## src/rtl/twi_pkg.sv

```systemverilog
package twi_pkg;
  localparam int TWI_DW = 8;
  localparam int TWI_AW = TWI_DW - 1;

  typedef enum logic [2:0] {
    ST_IDLE,
    ST_ADDR,
    ST_ADDR_ACK,
    ST_WR,
    ST_WR_ACK,
    ST_RD,
    ST_RD_ACK,
    ST_RD_HOLD
  } twi_state_e;
endpackage

```

## src/rtl/twi_sync.sv

```systemverilog
module twi_sync #(
  parameter int LINES  = 2,
  parameter int STAGES = 2
) (
  input  logic             clk,
  input  logic             rst_ni,
  input  logic [LINES-1:0] d_i,
  output logic [LINES-1:0] q_o
);
  logic [LINES-1:0] stage_q [STAGES];

  for (genvar g = 0; g < STAGES; g++) begin : g_stage
    if (g == 0) begin : g_first
      always_ff @(posedge clk or negedge rst_ni) begin
        if (!rst_ni) stage_q[g] <= '1;
        else         stage_q[g] <= d_i;
      end
    end else begin : g_next
      always_ff @(posedge clk or negedge rst_ni) begin
        if (!rst_ni) stage_q[g] <= '1;
        else         stage_q[g] <= stage_q[g-1];
      end
    end
  end

  assign q_o = stage_q[STAGES-1];
endmodule

```

## src/rtl/twi_cond.sv

```systemverilog
module twi_cond (
  input  logic clk,
  input  logic rst_ni,
  input  logic scl_i,
  input  logic sda_i,
  output logic start_o,
  output logic stop_o,
  output logic scl_rise_o,
  output logic scl_fall_o
);
  logic scl_prev_q, sda_prev_q;

  always_ff @(posedge clk or negedge rst_ni) begin
    if (!rst_ni) begin
      scl_prev_q <= 1'b1;
      sda_prev_q <= 1'b1;
    end else begin
      scl_prev_q <= scl_i;
      sda_prev_q <= sda_i;
    end
  end

  assign start_o    = scl_i & scl_prev_q & sda_prev_q & ~sda_i;
  assign stop_o     = scl_i & scl_prev_q & ~sda_prev_q & sda_i;
  assign scl_rise_o = scl_i & ~scl_prev_q;
  assign scl_fall_o = ~scl_i & scl_prev_q;
endmodule

```

## src/rtl/twi_engine.sv

```systemverilog
module twi_engine
  import twi_pkg::*;
(
  input  logic              clk,
  input  logic              rst_ni,
  input  logic              scl_i,
  input  logic              sda_i,
  input  logic              start_i,
  input  logic              stop_i,
  input  logic              scl_rise_i,
  input  logic              scl_fall_i,
  input  logic [TWI_AW-1:0] own_addr_i,
  output logic              sda_low_o,
  output logic [TWI_DW-1:0] reg_addr_o,
  output logic [TWI_DW-1:0] reg_wdata_o,
  output logic              reg_wr_o,
  output logic              reg_rd_o,
  input  logic [TWI_DW-1:0] reg_rdata_i
);
  localparam int BCW = $clog2(TWI_DW + 1);
  localparam logic [BCW-1:0] BYTE_END = BCW'(TWI_DW);
  localparam logic [BCW-1:0] LAST_BIT = BCW'(TWI_DW - 1);

  twi_state_e        state_q, state_d;
  logic [BCW-1:0]    bitcnt_q, bitcnt_d;
  logic [TWI_DW-1:0] shreg_q, shreg_d;
  logic [TWI_DW-1:0] ptr_q, ptr_d;
  logic              rw_q, rw_d;
  logic              sel_q, sel_d;
  logic              need_sub_q, need_sub_d;
  logic              load_q, load_d;
  logic              wr_s, rd_s;

  always_comb begin
    state_d    = state_q;
    bitcnt_d   = bitcnt_q;
    shreg_d    = load_q ? reg_rdata_i : shreg_q;
    ptr_d      = ptr_q;
    rw_d       = rw_q;
    sel_d      = sel_q;
    need_sub_d = need_sub_q;
    load_d     = 1'b0;
    wr_s       = 1'b0;
    rd_s       = 1'b0;
    if (start_i) begin
      state_d  = ST_ADDR;
      bitcnt_d = '0;
    end else if (stop_i) begin
      state_d = ST_IDLE;
      sel_d   = 1'b0;
      if (sel_q) begin
        ptr_d      = '0;
        need_sub_d = 1'b1;
      end
    end else begin
      unique case (state_q)
        ST_ADDR, ST_WR: begin
          if (scl_rise_i) begin
            shreg_d  = {shreg_q[TWI_DW-2:0], sda_i};
            bitcnt_d = bitcnt_q + 1'b1;
          end else if (scl_fall_i && bitcnt_q == BYTE_END) begin
            if (state_q == ST_ADDR) begin
              if (shreg_q[TWI_DW-1:1] == own_addr_i) begin
                state_d = ST_ADDR_ACK;
                sel_d   = 1'b1;
                rw_d    = shreg_q[0];
                if (shreg_q[0]) begin
                  rd_s       = 1'b1;
                  load_d     = 1'b1;
                  need_sub_d = 1'b0;
                end
              end else begin
                state_d = ST_IDLE;
              end
            end else begin
              state_d = ST_WR_ACK;
              if (need_sub_q) begin
                ptr_d      = shreg_q;
                need_sub_d = 1'b0;
              end else begin
                wr_s  = 1'b1;
                ptr_d = ptr_q + 1'b1;
              end
            end
          end
        end
        ST_ADDR_ACK: if (scl_fall_i) begin
          bitcnt_d = '0;
          state_d  = rw_q ? ST_RD : ST_WR;
        end
        ST_WR_ACK: if (scl_fall_i) begin
          bitcnt_d = '0;
          state_d  = ST_WR;
        end
        ST_RD: if (scl_fall_i) begin
          if (bitcnt_q == LAST_BIT) begin
            state_d = ST_RD_ACK;
            ptr_d   = ptr_q + 1'b1;
          end else begin
            shreg_d  = {shreg_q[TWI_DW-2:0], 1'b0};
            bitcnt_d = bitcnt_q + 1'b1;
          end
        end
        ST_RD_ACK: if (scl_rise_i) begin
          if (!sda_i) begin
            rd_s    = 1'b1;
            load_d  = 1'b1;
            state_d = ST_RD_HOLD;
          end else begin
            state_d = ST_IDLE;
          end
        end
        ST_RD_HOLD: if (scl_fall_i) begin
          bitcnt_d = '0;
          state_d  = ST_RD;
        end
        default: ;
      endcase
    end
  end

  always_ff @(posedge clk or negedge rst_ni) begin
    if (!rst_ni) begin
      state_q    <= ST_IDLE;
      bitcnt_q   <= '0;
      shreg_q    <= '0;
      ptr_q      <= '0;
      rw_q       <= 1'b0;
      sel_q      <= 1'b0;
      need_sub_q <= 1'b1;
      load_q     <= 1'b0;
    end else begin
      state_q    <= state_d;
      bitcnt_q   <= bitcnt_d;
      shreg_q    <= shreg_d;
      ptr_q      <= ptr_d;
      rw_q       <= rw_d;
      sel_q      <= sel_d;
      need_sub_q <= need_sub_d;
      load_q     <= load_d;
    end
  end

  assign sda_low_o   = (state_q == ST_ADDR_ACK) || (state_q == ST_WR_ACK) ||
                       (state_q == ST_RD && !shreg_q[TWI_DW-1]);
  assign reg_addr_o  = ptr_q;
  assign reg_wdata_o = shreg_q;
  assign reg_wr_o    = wr_s;
  assign reg_rd_o    = rd_s;

  // a STOP inside a selected message returns the pointer to entry 0
  p_stop_clears_ptr_r8: assert property (@(posedge clk) disable iff (!rst_ni)
    (stop_i && sel_q) |=> (ptr_q == '0));
  // START leaves the pointer where it was
  p_start_keeps_ptr_r9: assert property (@(posedge clk) disable iff (!rst_ni)
    start_i |=> $stable(ptr_q));
  // drive changes only while synchronised SCL is low
  p_drive_scl_low_r3: assert property (@(posedge clk) disable iff (!rst_ni)
    !$stable(sda_low_o) |-> !scl_i);
  // no register write outside a selected message
  p_write_selected_r4: assert property (@(posedge clk) disable iff (!rst_ni)
    reg_wr_o |-> sel_q);
  // strobes never overlap
  p_strobe_excl_r10: assert property (@(posedge clk) disable iff (!rst_ni)
    !(reg_wr_o && reg_rd_o));
endmodule

```

## src/rtl/twi_regslave.sv

```systemverilog
module twi_regslave
  import twi_pkg::*;
#(
  parameter int STRAP_W    = 5,
  parameter int SYNC_DEPTH = 2
) (
  input  logic               clk,
  input  logic               rst_n,
  input  logic               scl_i,
  input  logic               sda_i,
  output logic               sda_drive_low_o,
  input  logic [STRAP_W-1:0] strap_i,
  output logic [TWI_DW-1:0]  reg_addr_o,
  output logic [TWI_DW-1:0]  reg_wdata_o,
  output logic               reg_wr_o,
  output logic               reg_rd_o,
  input  logic [TWI_DW-1:0]  reg_rdata_i
);
  localparam int FIXED_W = TWI_AW - STRAP_W;

  logic              rst_meta_q, rst_n_s;
  logic              taken_q;
  logic [TWI_AW-1:0] own_q;
  logic [1:0]        lines_s;
  logic              start_s, stop_s, rise_s, fall_s;

  always_ff @(posedge clk or negedge rst_n) begin
    if (!rst_n) begin
      rst_meta_q <= 1'b0;
      rst_n_s    <= 1'b0;
    end else begin
      rst_meta_q <= 1'b1;
      rst_n_s    <= rst_meta_q;
    end
  end

  always_ff @(posedge clk or negedge rst_n_s) begin
    if (!rst_n_s) begin
      taken_q <= 1'b0;
      own_q   <= '0;
    end else if (!taken_q) begin
      taken_q <= 1'b1;
      own_q   <= {{FIXED_W{1'b0}}, strap_i};
    end
  end

  // captured address never moves after the capture cycle
  p_strap_hold_r1: assert property (@(posedge clk) disable iff (!rst_n_s)
    taken_q |=> $stable(own_q));

  twi_sync #(.LINES(2), .STAGES(SYNC_DEPTH)) u_sync (
    .clk    (clk),
    .rst_ni (rst_n_s),
    .d_i    ({scl_i, sda_i}),
    .q_o    (lines_s)
  );

  twi_cond u_cond (
    .clk        (clk),
    .rst_ni     (rst_n_s),
    .scl_i      (lines_s[1]),
    .sda_i      (lines_s[0]),
    .start_o    (start_s),
    .stop_o     (stop_s),
    .scl_rise_o (rise_s),
    .scl_fall_o (fall_s)
  );

  twi_engine u_engine (
    .clk         (clk),
    .rst_ni      (rst_n_s),
    .scl_i       (lines_s[1]),
    .sda_i       (lines_s[0]),
    .start_i     (start_s),
    .stop_i      (stop_s),
    .scl_rise_i  (rise_s),
    .scl_fall_i  (fall_s),
    .own_addr_i  (own_q),
    .sda_low_o   (sda_drive_low_o),
    .reg_addr_o  (reg_addr_o),
    .reg_wdata_o (reg_wdata_o),
    .reg_wr_o    (reg_wr_o),
    .reg_rd_o    (reg_rd_o),
    .reg_rdata_i (reg_rdata_i)
  );
endmodule

```

## config.mk

```make
export PLATFORM = sky130hd
export DESIGN_NAME = twi_regslave
export DESIGN_NICKNAME = d
export VERILOG_FILES = /design/src/rtl/twi_pkg.sv /design/src/rtl/twi_sync.sv /design/src/rtl/twi_cond.sv /design/src/rtl/twi_engine.sv /design/src/rtl/twi_regslave.sv
export SDC_FILE = /design/constraint.sdc
export NUM_CORES = 1
export LEC_CHECK = 0
export CAP_MARGIN = 20
export CELL_PAD_IN_SITES_DETAIL_PLACEMENT = 2
export CELL_PAD_IN_SITES_GLOBAL_PLACEMENT = 2
export CORE_MARGIN = 3
export CORE_UTILIZATION = 39
export CTS_CLUSTER_SIZE = 20
export DETAILED_ROUTE_END_ITERATION = 12
export DONT_BUFFER_PORTS = 1
export PLACE_DENSITY = 0.75
export SLEW_MARGIN = 30
export SYNTH_ARGS = -nofsm -noshare
export SYNTH_HDL_FRONTEND = slang
export SYNTH_SLANG_ARGS = --single-unit
```

## constraint.sdc

```tcl
create_clock -name clk -period 1.75 [get_ports clk]
set_input_delay 0.2625 -clock clk [delete_from_list [all_inputs] [get_ports clk]]
set_output_delay 0.2625 -clock clk [all_outputs]
set_load 0.02 [all_outputs]
```

==> qor.yml, run 1 <==
synthesis:
  synth_seq_cells: 41
  ys_types: 57
  yosys_warnings: 0
  postSynthCellCount: 235
  yosys-top-cells-area: "dfrtp_1, dfstp_2, mux2i_1, nand2_1, a21oi_1"
  syn_avg_cell_area_um2: 9.701
  ys_seq_area_share_pct: 45.39
  ys_async_sr_fraction_pct: 100.0
  syn_area_um2: 2280
  synth_edf_count: 0
  synth_top_area_cell: "dfrtp_1"
  synth_flop_cell: "dfrtp_1"
  yosysTopAreaCellShare_pct: 37.32
clock_tree:
  cts_root_buffer: "clkbuf_8"
  cts-buffers-inserted: 5
  clock_sinks: 41
  clock_path_buffers: 2
  cts-htree-levels: 2
timing:
  endpoint_type: "output port"
  crit_endpoint: "reg_rd_o"
floorplanning:
  die_w_um: 82.46
  ios: 36
  core.rowCount: 27
  die_h_um: 82.46
  initial_core_util_pct: 40.90
place:
  dp.cells: 352
  place_congestion: 0.8622
  dpl.hpwl_um: 6024
  port_buffers: 0
global_routing:
  grt_max_degree: 27
  antenna_found_initial: 0
run_status:
  outcome: "stopped before the end"
  haltStage: "global routing (5_1_grt)"
  error: "[ERROR DPL-0033] detailed placement checks failed during check placement."
kinds of logic after synthesis:
group / Yosys count / synth area share, %
xor gates and xnor gates: 5 / 1.921
DFF: 41 / 45.39
AOI/OAI and AO/OA: 67 / 19.59
muxes: 18 / 8.343
adders and majority gates: 3 / 1.647
and+or+nand+nor: 84 / 20.09
buffers and inverters: 16 / 2.854
other: 1 / 0.1645
cell usage after synthesis, types with 2 or more instances:
cell type / n
a21o_1: 4
a21oi_1: 18
and3_1: 7
o32ai_1: 2
nor2_1: 10
nand2b_1: 7
or3_1: 4
ha_1: 3
inv_1: 8
nand2_1: 26
mux2_2: 7
nor3_1: 2
a211oi_1: 2
dfrtp_1: 34
and3b_1: 2
o21ai_1: 9
nand3b_1: 4
o22ai_1: 4
clkbuf_1: 3
a2111oi_0: 2
a211o_1: 5
dfstp_2: 7
mux2i_1: 10
xnor2_1: 5
nand3_1: 5
o211a_1: 2
nor2b_1: 4
buf_2: 4
o21ai_0: 7
stage by stage:
stage | utilization, % | hold WS (ps) | setup WS [ps] | instance area, µm² | TNS [ps]
2_1_floorplan | - | -33.09 | -45.99 | 2301 | -45.99
3_3_place_gp | 49.23 | -33.03 | -65.13 | 2744 | -778.0
3_5_place_dp | 49.23 | -33.00 | -252.6 | 2744 | -4007
4_1_cts | 58.11 | 107.3 | -383.8 | 3239 | -2742
repair_timing:
| action | 4_1_cts |
|---|---|
| endpoints found under the hold margin | 4 |
| resized for setup | 56 |
| pin swaps | 13 |
| setup buffers | 15 |
| endpoints found under the setup margin | 29 |
| hold buffers | 3 |
==> inputs of run 2 (changes only) <==
- CELL_PAD_IN_SITES_DETAIL_PLACEMENT: 2 -> not set
- CELL_PAD_IN_SITES_GLOBAL_PLACEMENT: 2 -> not set
- CORE_UTILIZATION: 39 -> 25
- CTS_CLUSTER_SIZE: 20 -> not set
- PLACE_DENSITY: 0.75 -> not set
- PLACE_DENSITY_LB_ADDON: not set -> 0.15
==> run 2 against run 1 <==
The flow now finishes, with violations (setup timing). Synthesized cell count did not move. Synthesized area stayed put.
==> qor.yml, run 2 <==
run_status:
  outcome: "complete, but fails checks"  # was stopped before the end
  violations: "setup timing"
synthesis:
  ys_seq_area_share_pct: 45.39  # unchanged
  ys_types: 57  # unchanged
  synth_flop_cell: "dfrtp_1"  # unchanged
  synth_common_cells: "dfrtp_1, nand2_1, a21oi_1, mux2i_1, nor2_1"  # unchanged
  yosys-top-cells-area: "dfrtp_1, dfstp_2, mux2i_1, nand2_1, a21oi_1"  # unchanged
  syn_avg_cell_area_um2: 9.701  # unchanged
  synth_top_area_cell: "dfrtp_1"  # unchanged
  postSynthCellCount: 235  # unchanged
  yosys_warnings: 0  # unchanged
  ys_async_sr_fraction_pct: 100.0  # unchanged
  synth_seq_cells: 41  # unchanged
  synth.most_common_cell: "dfrtp_1"  # unchanged
  syn_area_um2: 2280  # unchanged
  yosysTopAreaCellShare_pct: 37.32  # unchanged
  synth_edf_count: 0  # unchanged
floorplanning:
  ios: 36  # unchanged
  die_area_um2: 10300
  core_um2: 8806
  initial_core_util_pct: 25.89  # was 40.90%
  die_h_um: 101.5  # was 82.46 µm
  core.rowCount: 34  # was 27
  die_w_um: 101.5  # was 82.46 µm
drt:
  drt-met1-wl_um: 3360
  dr_wl_met3_um: 203
  wl_met2_um: 3567
  dr.pass1.iters: 4
  wl_um: 7237
  via_per_inst: 4.941
  drc: 0
  antenna_left: 0
  wire_per_inst_um: 16.45
  drt_first_iter_violations: 66
  vias: 2174
  routed.top_layer: "met4"
timing:
  finalCritPeriodShare_pct: 113.4
  skew_ps: 3.423
  finalSetupViolCount: 24
  worst_slew_pin_slew_ps: 624.2
  rsz0062_at_grt: "true"
  maxSlewViolCount: 0
  fmax_mhz: 504.0
  hold_violations: 0
  maxSlewHeadroom_pct: 58.38
  hold_ws_ps: 103.3
  layout_min_cycle_time_ps: 1984
  postLayoutSetupSlackWorst_ps: -234.3
  setup_tns_ps: -1896
critical_path:
  start_kind: "flip-flop"
  critPathKind: "reg -> out"
  slowest_stage: "dfstp_2"
  crit_path_end_kind: "output pin"
  required_ps: 1490
  cp.arrival_ps: 1720
  max_stage_delay_ps: 580
  crit_fanout: 6
  r2r_cells: 6
  cp_cell_sequence: "nand2b_4 -> buf_4 -> nor2_2 -> nand2_1 -> o21ai_2 -> buf_6"
finish:
  drive_gt1_share_pct: 49.70
  syn_to_final_growth_pct: 56.15
  antennaDiodeCount: 0
  layout_commonest_cell: "buf_4"
  stdcell_area_um2: 3560
  final_cell_mix: "buf_4, dfrtp_1, nand2_1"
  nNetsFinal: 351
power_and_ir_drop:
  totalPowerFinal_mw: 4.845
  max-vdd-ir-drop_uv: 464.7
  total_leakage_power_nw: 1.556
  p_per_area_nw_per_um2: 1361
worst_hold_path:
  hp-class: "in -> reg"
  min_path_cells: 1
clock_tree:
  clk-insertion-delay-late_ps: 300
  cts_root_buffer: "clkbuf_8"  # unchanged
  cts_tree: "built"
  cts-htree-levels: 2  # unchanged
  cts-buffers-inserted: 5  # unchanged
  clock_path_buffers: 2  # unchanged
  cts.clk_slew.worst_paths_ps: 90
  clock_sinks: 41  # unchanged
global_routing:
  grt_pass1_wl_um: 11160
  grt_max_degree: 28
  antenna_found_initial: 0
  grt_util_all_layers_pct: 13.88
  grt_pass1_vias: 2091
  grt_overflow: 0
run:
  cap_violations: 0
place:
  port_buffers: 0  # unchanged
  postPlaceCellArea_um2: 2865  # was 2744 µm²
  place_congestion: 0.7728  # was 0.8622
  dpl.hpwl_um: 5101  # was 6024 µm
run 2: cell counts after synthesis:
No cell type changed its count.
run 2: repair_timing:
action,CTS,global route
resized for setup,35,44
buffers inserted,21,18
gates cloned,0,1
setup endpoints to repair,21,28
pin swaps,19,25
hold buffers,3,0
endpoints found under the hold margin,4,0
run 2: worst max-delay path, delay by kind of cell (launching register included):
family	cells	cell delay [ps]
flops	1	580
buf+inv	2	300
simple gates	3	380
compound gates	1	150
run 2: path summary, 6_finish.rpt:
path                                             startpoint  slack [ps]                                  to
max in group asynchronous                 rst_n_s$_DFF_PN0_         900  u_engine.reg_addr_o[5]$_DFFE_PN0P_
min in group asynchronous                             rst_n         180                rst_meta_q$_DFF_PN0_
worst min register to register            rst_n_s$_DFF_PN0_         290   u_engine.reg_wdata_o[1]$_DFF_PN0_
worst max register to register      u_sync.q_o[1]$_DFF_PN1_        -170     u_engine.state_q[0]$_DFFE_PN0P_
worst min-delay path                             strap_i[1]         100                own_q[1]$_DFFE_PN0N_
worst max-delay path            u_cond.scl_prev_q$_DFF_PN1_        -230                            reg_rd_o
run 2: stage by stage:
step	worst slack, ps	util (%)	instances
after CTS	-254.5	37.37	429
after detailed placement	-80.73	32.54	398
after global placement	-104.4	32.54	398
after floorplan	-45.99	-	236
final	-234.3	40.42	440
after global routing	-365.5	40.42	440
run 2: cell type report:
cell class                 instances  area, µm²
clock buffer                       5      68.82
clock inverter                     3      21.27
inverter                           8      30.03
sequential                        41       1039
tap                              108      135.1
timing repair buffer              96      809.5
multi-input combinational        179       1456
fill                             875       5246
run 2: cells by family (layout without fill, tap and decap cells):
| kind of cell | after synthesis | in the layout | synth area share (%) |
|---|---|---|---|
| buffers and inverters | 16 | 112 | 2.854 |
| xor gates and xnor gates | 5 | 5 | 1.921 |
| other | 1 | 2 | 0.1645 |
| DFF | 41 | 41 | 45.39 |
| AOI/OAI and AO/OA | 67 | 67 | 19.59 |
| adders and majority gates | 3 | 3 | 1.647 |
| and+or+nand+nor | 84 | 84 | 20.09 |
| muxes | 18 | 18 | 8.343 |
run 2: routing by layer:
layer  vias up  global-route usage (%)
met5         -                       0
met4         0                   3.067
met3        12                   3.030
met2        36                   21.83
met1      1080                   19.58
li1       1046                       -
run 2: power breakdown:
group          internal [mW]  total, mW  leakage, nW  switching (mW)
Clock                  0.284      0.659       0.0445           0.376
Sequential              1.20       1.51        0.493           0.307
Combinational           1.30       2.68         1.02            1.38
Total                   2.78       4.84         1.56            2.07
(Power assumes the default switching activity.)
